===== src/rtl/npc_seq_pkg.sv =====
package npc_seq_pkg;
  localparam int PHASES   = 3;
  localparam int LVL_W    = 2;
  localparam int VEC_W    = PHASES * LVL_W;
  localparam int LEG_SW   = 4;

  localparam logic [1:0] LV_ZERO = 2'b00;
  localparam logic [1:0] LV_POS  = 2'b01;
  localparam logic [1:0] LV_NEG  = 2'b11;

  function automatic logic [1:0] norm_lvl(input logic [1:0] l);
    return (l == 2'b10) ? LV_ZERO : l;
  endfunction

  function automatic logic [LEG_SW-1:0] lvl_to_gates(input logic [1:0] l);
    case (norm_lvl(l))
      LV_POS:  return 4'b0011;
      LV_NEG:  return 4'b1100;
      default: return 4'b0110;
    endcase
  endfunction

  function automatic logic [VEC_W-1:0] norm_vec(input logic [VEC_W-1:0] v);
    logic [VEC_W-1:0] r;
    for (int p = 0; p < PHASES; p++) r[p*LVL_W +: LVL_W] = norm_lvl(v[p*LVL_W +: LVL_W]);
    return r;
  endfunction

  function automatic logic [VEC_W-1:0] redundant_partner(input logic [VEC_W-1:0] v);
    logic [VEC_W-1:0] n, r;
    logic has_pos, has_neg;
    n = norm_vec(v);
    has_pos = 1'b0;
    has_neg = 1'b0;
    for (int p = 0; p < PHASES; p++) begin
      if (n[p*LVL_W +: LVL_W] == LV_POS) has_pos = 1'b1;
      if (n[p*LVL_W +: LVL_W] == LV_NEG) has_neg = 1'b1;
    end
    r = n;
    if (!has_neg) begin
      for (int p = 0; p < PHASES; p++)
        r[p*LVL_W +: LVL_W] = (n[p*LVL_W +: LVL_W] == LV_POS) ? LV_ZERO : LV_NEG;
    end else if (!has_pos) begin
      for (int p = 0; p < PHASES; p++)
        r[p*LVL_W +: LVL_W] = (n[p*LVL_W +: LVL_W] == LV_NEG) ? LV_ZERO : LV_POS;
    end
    return r;
  endfunction

  function automatic logic outer_jump(input logic [VEC_W-1:0] a, input logic [VEC_W-1:0] b);
    logic j;
    j = 1'b0;
    for (int p = 0; p < PHASES; p++) begin
      if ((norm_lvl(a[p*LVL_W +: LVL_W]) == LV_POS && norm_lvl(b[p*LVL_W +: LVL_W]) == LV_NEG) ||
          (norm_lvl(a[p*LVL_W +: LVL_W]) == LV_NEG && norm_lvl(b[p*LVL_W +: LVL_W]) == LV_POS))
        j = 1'b1;
    end
    return j;
  endfunction
endpackage


===== src/rtl/npc_seq_ctrl.sv =====
module npc_seq_ctrl
  import npc_seq_pkg::*;
#(
  parameter int N_STATES = 4,
  parameter int DWELL_W  = 12
) (
  input  logic                        clk,
  input  logic                        rst,
  input  logic                        start,
  input  logic                        bal_req,
  input  logic [N_STATES*VEC_W-1:0]   vec_in,
  input  logic [N_STATES*DWELL_W-1:0] dwell_in,
  input  logic [N_STATES-1:0]         swap_in,
  output logic [VEC_W-1:0]            lvl_q,
  output logic                        en_q,
  output logic                        busy_q,
  output logic                        done_q,
  output logic                        err_q
);
  localparam int IDX_W = (N_STATES > 1) ? $clog2(N_STATES) : 1;

  logic [VEC_W-1:0]   in_vec  [N_STATES];
  logic [DWELL_W-1:0] in_dw   [N_STATES];
  logic [VEC_W-1:0]   vec_mem [N_STATES];
  logic [DWELL_W-1:0] dw_mem  [N_STATES];
  logic [IDX_W-1:0]   idx_q, first_in, next_idx;
  logic [DWELL_W-1:0] rem_q;
  logic               found_in, found_nx;

  always_comb begin
    found_in = 1'b0;
    first_in = '0;
    for (int i = N_STATES - 1; i >= 0; i--) begin
      in_dw[i]  = dwell_in[i*DWELL_W +: DWELL_W];
      in_vec[i] = (bal_req && swap_in[i]) ? redundant_partner(vec_in[i*VEC_W +: VEC_W])
                                          : norm_vec(vec_in[i*VEC_W +: VEC_W]);
      if (in_dw[i] != '0) begin
        found_in = 1'b1;
        first_in = IDX_W'(i);
      end
    end
  end

  always_comb begin
    found_nx = 1'b0;
    next_idx = '0;
    for (int i = N_STATES - 1; i >= 0; i--) begin
      if (i > int'(idx_q) && dw_mem[i] != '0) begin
        found_nx = 1'b1;
        next_idx = IDX_W'(i);
      end
    end
  end

  always_ff @(posedge clk) begin
    if (start) begin
      for (int i = 0; i < N_STATES; i++) begin
        vec_mem[i] <= in_vec[i];
        dw_mem[i]  <= in_dw[i];
      end
    end
  end

  always_ff @(posedge clk) begin
    if (rst) begin
      lvl_q  <= '0;
      en_q   <= 1'b0;
      busy_q <= 1'b0;
      done_q <= 1'b0;
      err_q  <= 1'b0;
      idx_q  <= '0;
      rem_q  <= '0;
    end else begin
      done_q <= 1'b0;
      err_q  <= 1'b0;
      if (start) begin
        en_q <= 1'b1;
        if (found_in) begin
          lvl_q  <= in_vec[first_in];
          err_q  <= outer_jump(lvl_q, in_vec[first_in]);
          idx_q  <= first_in;
          rem_q  <= in_dw[first_in] - DWELL_W'(1);
          busy_q <= 1'b1;
        end else begin
          busy_q <= 1'b0;
          done_q <= 1'b1;
        end
      end else if (busy_q) begin
        if (rem_q != '0) begin
          rem_q <= rem_q - DWELL_W'(1);
        end else if (found_nx) begin
          lvl_q <= vec_mem[next_idx];
          err_q <= outer_jump(lvl_q, vec_mem[next_idx]);
          idx_q <= next_idx;
          rem_q <= dw_mem[next_idx] - DWELL_W'(1);
        end else begin
          busy_q <= 1'b0;
          done_q <= 1'b1;
        end
      end
    end
  end

  // done lasts one cycle unless a fresh all-zero list restarts it
  a_r6_done_pulse: assert property (@(posedge clk) disable iff (rst)
    (done_q && !start) |=> !done_q);
  // level is held while dwell remains
  a_r4_hold_level: assert property (@(posedge clk) disable iff (rst)
    (busy_q && !start && rem_q != '0) |=> $stable(lvl_q));
  // an error pulse only accompanies a change of commanded state
  a_r9_err_on_change: assert property (@(posedge clk) disable iff (rst)
    err_q |-> !$stable(lvl_q));
  // nothing runs before the first start
  a_r2_idle_until_start: assert property (@(posedge clk) disable iff (rst)
    !en_q |-> (!busy_q && !done_q));
endmodule


===== src/rtl/npc_leg_gate.sv =====
module npc_leg_gate
  import npc_seq_pkg::*;
#(
  parameter int DEAD_W = 6
) (
  input  logic              clk,
  input  logic              rst,
  input  logic [LVL_W-1:0]  lvl,
  input  logic              en,
  input  logic [DEAD_W-1:0] dead,
  output logic [LEG_SW-1:0] gate_q
);
  logic [LEG_SW-1:0] tgt, tgt_q;
  logic [DEAD_W-1:0] cnt_q;

  assign tgt = en ? lvl_to_gates(lvl) : '0;

  always_ff @(posedge clk) begin
    if (rst) begin
      gate_q <= '0;
      tgt_q  <= '0;
      cnt_q  <= '0;
    end else begin
      tgt_q <= tgt;
      if (tgt != tgt_q) begin
        gate_q <= gate_q & tgt;
        cnt_q  <= '0;
      end else if (|(tgt & ~gate_q)) begin
        if (cnt_q >= dead) begin
          gate_q <= tgt;
        end else begin
          gate_q <= gate_q & tgt;
          cnt_q  <= cnt_q + DEAD_W'(1);
        end
      end
    end
  end

  // no conducting path across either clamp pair
  a_r11_no_shoot: assert property (@(posedge clk) disable iff (rst)
    !(gate_q[0] && gate_q[2]) && !(gate_q[1] && gate_q[3]) && !(gate_q[0] && gate_q[3]));
  // a switch not in the previous target is already off
  a_r7_off_first: assert property (@(posedge clk) disable iff (rst)
    (gate_q & ~$past(tgt)) == '0);
  // a turn-on only follows a settled target
  a_r7_on_after_settle: assert property (@(posedge clk) disable iff (rst)
    (|(gate_q & ~$past(gate_q))) |-> ($past(tgt) == $past(tgt_q)));
endmodule


===== src/rtl/npc_leg_sequencer.sv =====
module npc_leg_sequencer
  import npc_seq_pkg::*;
#(
  parameter int N_STATES = 4,
  parameter int DWELL_W  = 12,
  parameter int DEAD_W   = 6
) (
  input  logic                        clk,
  input  logic                        rst,
  input  logic                        start,
  input  logic                        bal_req,
  input  logic [N_STATES*VEC_W-1:0]   vec_list,
  input  logic [N_STATES*DWELL_W-1:0] dwell_list,
  input  logic [N_STATES-1:0]         swap_mask,
  input  logic [DEAD_W-1:0]           dead_ticks,
  output logic [PHASES*LEG_SW-1:0]    gates,
  output logic                        busy,
  output logic                        done,
  output logic                        step_err
);
  logic [VEC_W-1:0] lvl;
  logic             en;

  npc_seq_ctrl #(.N_STATES(N_STATES), .DWELL_W(DWELL_W)) u_ctrl (
    .clk(clk), .rst(rst), .start(start), .bal_req(bal_req),
    .vec_in(vec_list), .dwell_in(dwell_list), .swap_in(swap_mask),
    .lvl_q(lvl), .en_q(en), .busy_q(busy), .done_q(done), .err_q(step_err)
  );

  for (genvar p = 0; p < PHASES; p++) begin : g_leg
    npc_leg_gate #(.DEAD_W(DEAD_W)) u_leg (
      .clk(clk), .rst(rst), .lvl(lvl[p*LVL_W +: LVL_W]), .en(en),
      .dead(dead_ticks), .gate_q(gates[p*LEG_SW +: LEG_SW])
    );
  end
endmodule


===== config.mk =====
export PLATFORM = sky130hd
export DESIGN_NAME = npc_leg_sequencer
export DESIGN_NICKNAME = d
export VERILOG_FILES = /design/src/rtl/npc_seq_pkg.sv /design/src/rtl/npc_seq_ctrl.sv /design/src/rtl/npc_leg_gate.sv /design/src/rtl/npc_leg_sequencer.sv
export SDC_FILE = /design/constraint.sdc
export NUM_CORES = 1
export LEC_CHECK = 0
export BUFFER_PORTS_ARGS = -buffer_cell sky130_fd_sc_hd__buf_2
export CORE_MARGIN = 2
export CORE_UTILIZATION = 60
export DETAILED_ROUTE_END_ITERATION = 8
export GPL_TIMING_DRIVEN = 0
export HOLD_SLACK_MARGIN = 0.12
export PLACE_DENSITY = 0.92
export SETUP_SLACK_MARGIN = 0.5
export SLEW_MARGIN = 20
export SYNTH_ARGS = -nofsm -noshare
export SYNTH_HDL_FRONTEND = slang
export SYNTH_SLANG_ARGS = --single-unit
export TNS_END_PERCENT = 30

===== constraint.sdc =====
create_clock -name clk -period 7.2 [get_ports clk]
set_input_delay 1.8 -clock clk [delete_from_list [all_inputs] [get_ports clk]]
set_output_delay 1.8 -clock clk [all_outputs]
set_load 0.02 [all_outputs]

Word level (Yosys, flattened, before mapping). Memory sizes are Yosys's and may differ from the RTL's. Index checks and enable logic that the tools add are counted.

Flip-flop bits (word level): 66. RAM bits: 72. Input bits: 86. Output and inout port bits: 15. Memories kept: 2.

Add/sub/neg operators: 6. Order comparisons: 7. Equality and inequality tests: 68. Mux-type cells: 154. Bitwise logic cells: 13. Reduce and logical (&&, ||, !) cells: 50.

Memories: u_ctrl.dw_mem (words 4, width 12, rd ports 4, clocked after memory_dff 0, write ports 4, line npc_seq_ctrl.sv:25) `logic [DWELL_W-1:0] dw_mem [N_STATES];`; u_ctrl.vec_mem (words 4, width 6, rd ports 1, clocked after memory_dff 0, write ports 4, line npc_seq_ctrl.sv:24) `logic [VEC_W-1:0] vec_mem [N_STATES];`.

Operators with widths (count): two-way mux 6 bit (19); nonzero test 12 bit (8); two-way mux 2 bit (45); equality test 2 bit, second input constant (42); two-way mux 12 bit (7); two-way mux 1 bit (66); two-way mux 4 bit (12); equality test 2 x 1 -> 1 bit, second input constant (21); subtractor 12 x 1 -> 12 bit, second input constant (3); bitwise AND 4 bit (6); binary-select mux 12 bit (select 2 bit) (1); one-hot mux 4 bit (2 select lines) (3); logical AND 1 bit (19); adder 6 x 1 -> 6 bit, second input constant (3); greater-or-equal comparator 6 bit (3); binary-select mux 6 bit (select 2 bit) (1); inequality test 4 bit (3); NOT 4 bit (3); OR reduction 4 bit (3); nonzero test 2 bit (5); logical OR 1 bit (6); AND reduction 2 bit (3); OR reduction 2 bit (3); > comparator 2 bit, first input constant (2); 9 further kinds (11).

Longest topological paths before layout.
Depth in word-level cells: 22. Mapped depth: 15.

Hierarchy. From an unflattened synthesis, not the netlist that was laid out.

Cell total of the unflattened synthesis: 906. Area, all modules: 8618.3 sq um.

Modules (own cells, without submodules): npc_seq_ctrl (times used 1, cells an instance 609, area an instance 5987.0 sq um, sequential area each 2642.5 sq um); npc_leg_gate (times used 3, cells an instance 99, area an instance 877.1 sq um, sequential area each 280.3 sq um).

Worst setup path after synthesis. Ideal clock, no wire load.

Kind: input port to flip-flop. From: input port dwell_list[1]. To: register u_ctrl.err_q. Setup time: 0.084 ns. Data arrival time: 4.383 ns. Required time: 7.116 ns. Setup slack: 2.733 ns. Cell stages on the path: 9. Buffers on the path: 1. Path through: or4_4 > or3_1 > buf_6 > nor2_2 > mux4_2 > xnor2_1 > or3_1 > o311a_1 > o31ai_2.

Longest elaborated chain between the ends: 16. Elaborated cells on any way between the ends: 33. Classes of those cells: 9 x eq/ne; 13 x mux; 1 x bitwise; 10 x reduce/logical.

RTL lines: start, declared (line npc_leg_sequencer.sv:13) `input logic [N_STATES*DWELL_W-1:0] dwell_list,`; nonzero test 12 bit (*) (line npc_seq_ctrl.sv:37) `if (in_dw[i] != '0) begin`; two-way mux 2 bit (line npc_seq_ctrl.sv:37); NOT 2 -> 3 bit (implied by the code) (line npc_seq_ctrl.sv:80) `err_q <= outer_jump(lvl_q, in_vec[first_in]);`; binary-select mux 6 bit (select 2 bit) (line npc_seq_ctrl.sv:80); two-way mux 6 bit (implied by the code) (2 in a row) (line npc_seq_ctrl.sv:80); equality test 2 bit (line npc_seq_pkg.sv:12) `return (l == 2'b10) ? LV_ZERO : l;`; two-way mux 2 bit (line npc_seq_pkg.sv:12); equality test 2 bit or equality test 2 x 1 -> 1 bit (tied branches) (line npc_seq_pkg.sv:54, npc_seq_pkg.sv:55); logical AND 1 bit, on equally long branches (line npc_seq_pkg.sv:54, npc_seq_pkg.sv:55); logical OR 1 bit (line npc_seq_pkg.sv:54) `if ((norm_lvl(a[p*LVL_W +: LVL_W]) == LV_POS && norm_lvl(b[p*LVL_W +: LVL_W]) == LV_NEG) ||`; two-way mux 1 bit (3 in a row) (line npc_seq_pkg.sv:54); two-way mux 1 bit (*) (line npc_seq_ctrl.sv:78) `if (found_in) begin`; two-way mux 1 bit (*) (line npc_seq_ctrl.sv:76) `if (start) begin`; end signal, assigned (line npc_seq_ctrl.sv:80); end signal, assigned (line npc_seq_ctrl.sv:93) `err_q <= outer_jump(lvl_q, vec_mem[next_idx]);`; end, declared (line npc_seq_ctrl.sv:18) `output logic err_q`.

Mark *: on every way between the ends. The rest lies on a longest branch, timed or not. The select of a mux whose other input is x is not followed. A chain may end at the register's enable or synchronous reset.

Final worst setup path.
From: input port dwell_list[33]. To: register u_ctrl.rem_q[8].

Longest elaborated chain between the ends: 11. Elaborated cells on any way between the ends: 16. Classes of those cells: 1 x add/sub; 1 x eq/ne; 11 x mux; 1 x bitwise; 2 x reduce/logical.

RTL lines: nonzero test 12 bit (*) (line npc_seq_ctrl.sv:37); two-way mux 2 bit (3 in a row) (line npc_seq_ctrl.sv:37); NOT 2 -> 3 bit (implied by the code) (line npc_seq_ctrl.sv:82) `rem_q <= in_dw[first_in] - DWELL_W'(1);`; binary-select mux 12 bit (select 2 bit) (line npc_seq_ctrl.sv:82); two-way mux 12 bit (implied by the code) (2 in a row) (line npc_seq_ctrl.sv:82); subtractor 12 x 1 -> 12 bit (line npc_seq_ctrl.sv:82); two-way mux 12 bit (line npc_seq_ctrl.sv:78); two-way mux 12 bit (line npc_seq_ctrl.sv:76); end signal, assigned (line npc_seq_ctrl.sv:82); end signal, assigned (line npc_seq_ctrl.sv:90) `rem_q <= rem_q - DWELL_W'(1);`; end signal, assigned (line npc_seq_ctrl.sv:95) `rem_q <= dw_mem[next_idx] - DWELL_W'(1);`; end, declared (line npc_seq_ctrl.sv:27) `logic [DWELL_W-1:0] rem_q;`.

Marked as above.

==> results.toml <==
[layout]
syn_to_final_growth_pct = 15.4
ff_latch_area_um2 = 3480
drive_above_1_share_pct = 18.1
fill_cells = 948
layout.nets = 1068
design_area_um2 = 9390
fin_cells = 1150
utilization_pct = 70.9
multi_input_area_um2 = 4320

[timing]
timing.final.setup_violations = 0
slew_headroom_pct = 28.0
timing.final.crit_period_ns = 4.91
setup-tns-final_ns = 0
tightestPinTransition_ns = 1.07
finalClockSkew_ns = 0.00694
post-route-period-util_pct = 68.2
setup_ws_ns = 2.29
whs_ns = 0.465
clock.fmax_mhz = 204
rsz0062_at_grt = "no"
drv_slew = 0
hold_violations = 0

[detailed_routing]
wirelength_met1_um = 8470
vias = 7775
route.detailed.drc = 0
wl_um = 23700
met3_length_um = 2530
dr.max_layer_used = "met4"
drt_iter0_drc = 1126
dr.pass1.iters = 7
vias_per_cell = 6.76
wl_met2_um = 11300
wire_per_inst_um = 20.6
ant_nets = 0

[global_routing]
grt_max_degree = 61
grt-ovfl-total = 0
grt_pass1_vias = 7391
grt_pass1_wl_um = 36500
grt_usage_pct = 32.5
antenna_found_initial = 0

[clock_tree]
cts_tree = "done"
numClockSinks = 138
clock_path_buffers = 2
cts_buffers = 17
ctsHoldBuffers = 0
clock_latency_ns = 0.44
cts_post_setup_buffers_inserted = 0
cts.reportedPaths.clkPinSlew_ns = 0.06
cts-resized-gates = 0
htreeDepth = 4
clockRootBuffer = "clkbuf_16"

[placed_design]
post-place-cells = 1117
pre_cts_ws_ns = 1.97
gp_congestion = 1.01
io_buffers = 98
post-dp-hpwl_um = 16800
placed_area_um2 = 8870

[synth]
synth_edf_count = 72
synthTopCellsByArea = "edfxtp_1 27%, dfxtp_1 16%, nor2_1 3.6%"
yosys.area.top_type = "edfxtp_1"
yosysWarnings = 0
synth_ff_type = "edfxtp_1"
synth.most_common_cell = "nor2_1"
synthArstFlopShare_pct = 0
synth-seq-cells = 138
netlist_instances = 842
synthTopCellsByCount = "77 x nor2_1, 72 x edfxtp_1, 66 x dfxtp_1"
synth_top_area_share_pct = 26.6
ys_seq_area_share_pct = 42.8
syn_area_per_cell_um2 = 9.66
ys_types = 83
synth_nets = 950
synth.cell_area_um2 = 8130

[setup_path]
crit_fanout = 7
crit_type = "primary input to flip-flop"
cp.arrival_ns = 5.27
start_kind = "primary input"
cp-end-kind = "flip-flop"
cp_data_required_time_ns = 7.56

[worst_hold_path]
min_path_type = "flip-flop to flip-flop"

[floorplan]
die_area_um2 = 14500
rows = 42
io_pins = 101
dieHeight_um = 120
dieWidth_um = 120
core_um2 = 13200
start_util_pct = 61.4

[power]
power_mw = 2.04
power.density_nw_per_um2 = 217
leakagePower_nw = 3.69
peakVddDrop_uv = 182

[outcome]
status = "finished clean"

[job]
drv_cap = 0
## final timing paths
kind	slack [ns]	endpoint	startpoint	cells past startpoint
max reg2reg	3.50	u_ctrl.rem_q[8]$_SDFFE_PP0P_	u_ctrl.dw_mem[3][10]$_DFFE_PP_	13
max	2.29	u_ctrl.rem_q[8]$_SDFFE_PP0P_	dwell_list[33]	13
min	0.47	u_ctrl.rem_q[7]$_SDFFE_PP0P_	u_ctrl.rem_q[7]$_SDFFE_PP0P_	2
min reg2reg	0.47	u_ctrl.rem_q[7]$_SDFFE_PP0P_	u_ctrl.rem_q[7]$_SDFFE_PP0P_	2
## layout by cell type, fill, tap and decap left out, types with 14 or more instances in the layout
| master | instances |
|---|---|
| inv_1 | 37 |
| clkbuf_16 | 17 |
| nor2b_1 | 15 |
| nand3_1 | 33 |
| dfxtp_1 | 66 |
| o21ai_0 | 31 |
| buf_2 | 101 |
| a211oi_1 | 20 |
| nor4_1 | 20 |
| edfxtp_1 | 72 |
| clkbuf_1 | 18 |
| ha_1 | 22 |
| xor2_1 | 30 |
| mux2i_1 | 27 |
| nand2b_1 | 14 |
| nand2_1 | 61 |
| nor3_1 | 17 |
| a21oi_1 | 40 |
| nor2_1 | 77 |
| a21o_1 | 16 |
## area by class of cell
| class | count | area share, % |
|---|---|---|
| multi-input combinational | 634 | 46.0 |
| sequential | 138 | 37.1 |
| timing repair buffer | 99 | 5.54 |
| clock buffer | 19 | 4.61 |
| tap | 176 | 2.35 |
| buffer | 33 | 2.09 |
| inverter | 37 | 1.48 |
| clock inverter | 13 | 0.853 |
| antenna | 1 | 0.0266 |
## report_power, final
| part | total [mW] | internal (mW) | switching [mW] |
|---|---|---|---|
| logic | 0.338 | 0.130 | 0.208 |
| registers | 0.926 | 0.887 | 0.0393 |
| clock network | 0.773 | 0.434 | 0.339 |
## per-layer routing
metal  GRT usage [%]  up-vias
met4            20.0        0
li1                -     3481
met2            53.8      579
met3            7.83      144
met5               0        -
met1            38.0     3571
## flip-flops by register name, indices dropped and copies added, names as in the netlist
register            flops
u_ctrl.done_q           1
u_ctrl.lvl_q            6
u_ctrl.idx_q            2
u_ctrl.dw_mem          48
g_leg.u_leg.tgt_q      12
u_ctrl.vec_mem         24
u_ctrl.en_q             1
u_ctrl.rem_q           12
g_leg.u_leg.gate_q     12
u_ctrl.err_q            1
u_ctrl.busy_q           1
g_leg.u_leg.cnt_q      18
## worst max-delay path: stages
cell and delay (ns):
buf_2 0.11, nor4_1 0.57, nand3_1 0.30, o2111ai_1 0.77, a31o_2 0.23, and3_1 0.23
ha_1 0.23, inv_1 0.05, a31oi_1 0.24, nand4_4 0.17, nor3b_2 0.22, xnor2_1 0.11
a211oi_2 0.22
## cell families after synthesis
group | after synthesis | synth area share, %
buf+inv | 70 | 4.12
flops | 138 | 42.8
mux | 32 | 4.15
xor+xnor | 41 | 4.41
simple gates | 316 | 20.8
compound gates | 223 | 20.3
fa+ha+maj | 22 | 3.38
No activity file was read; power rests on OpenSTA's default activity.
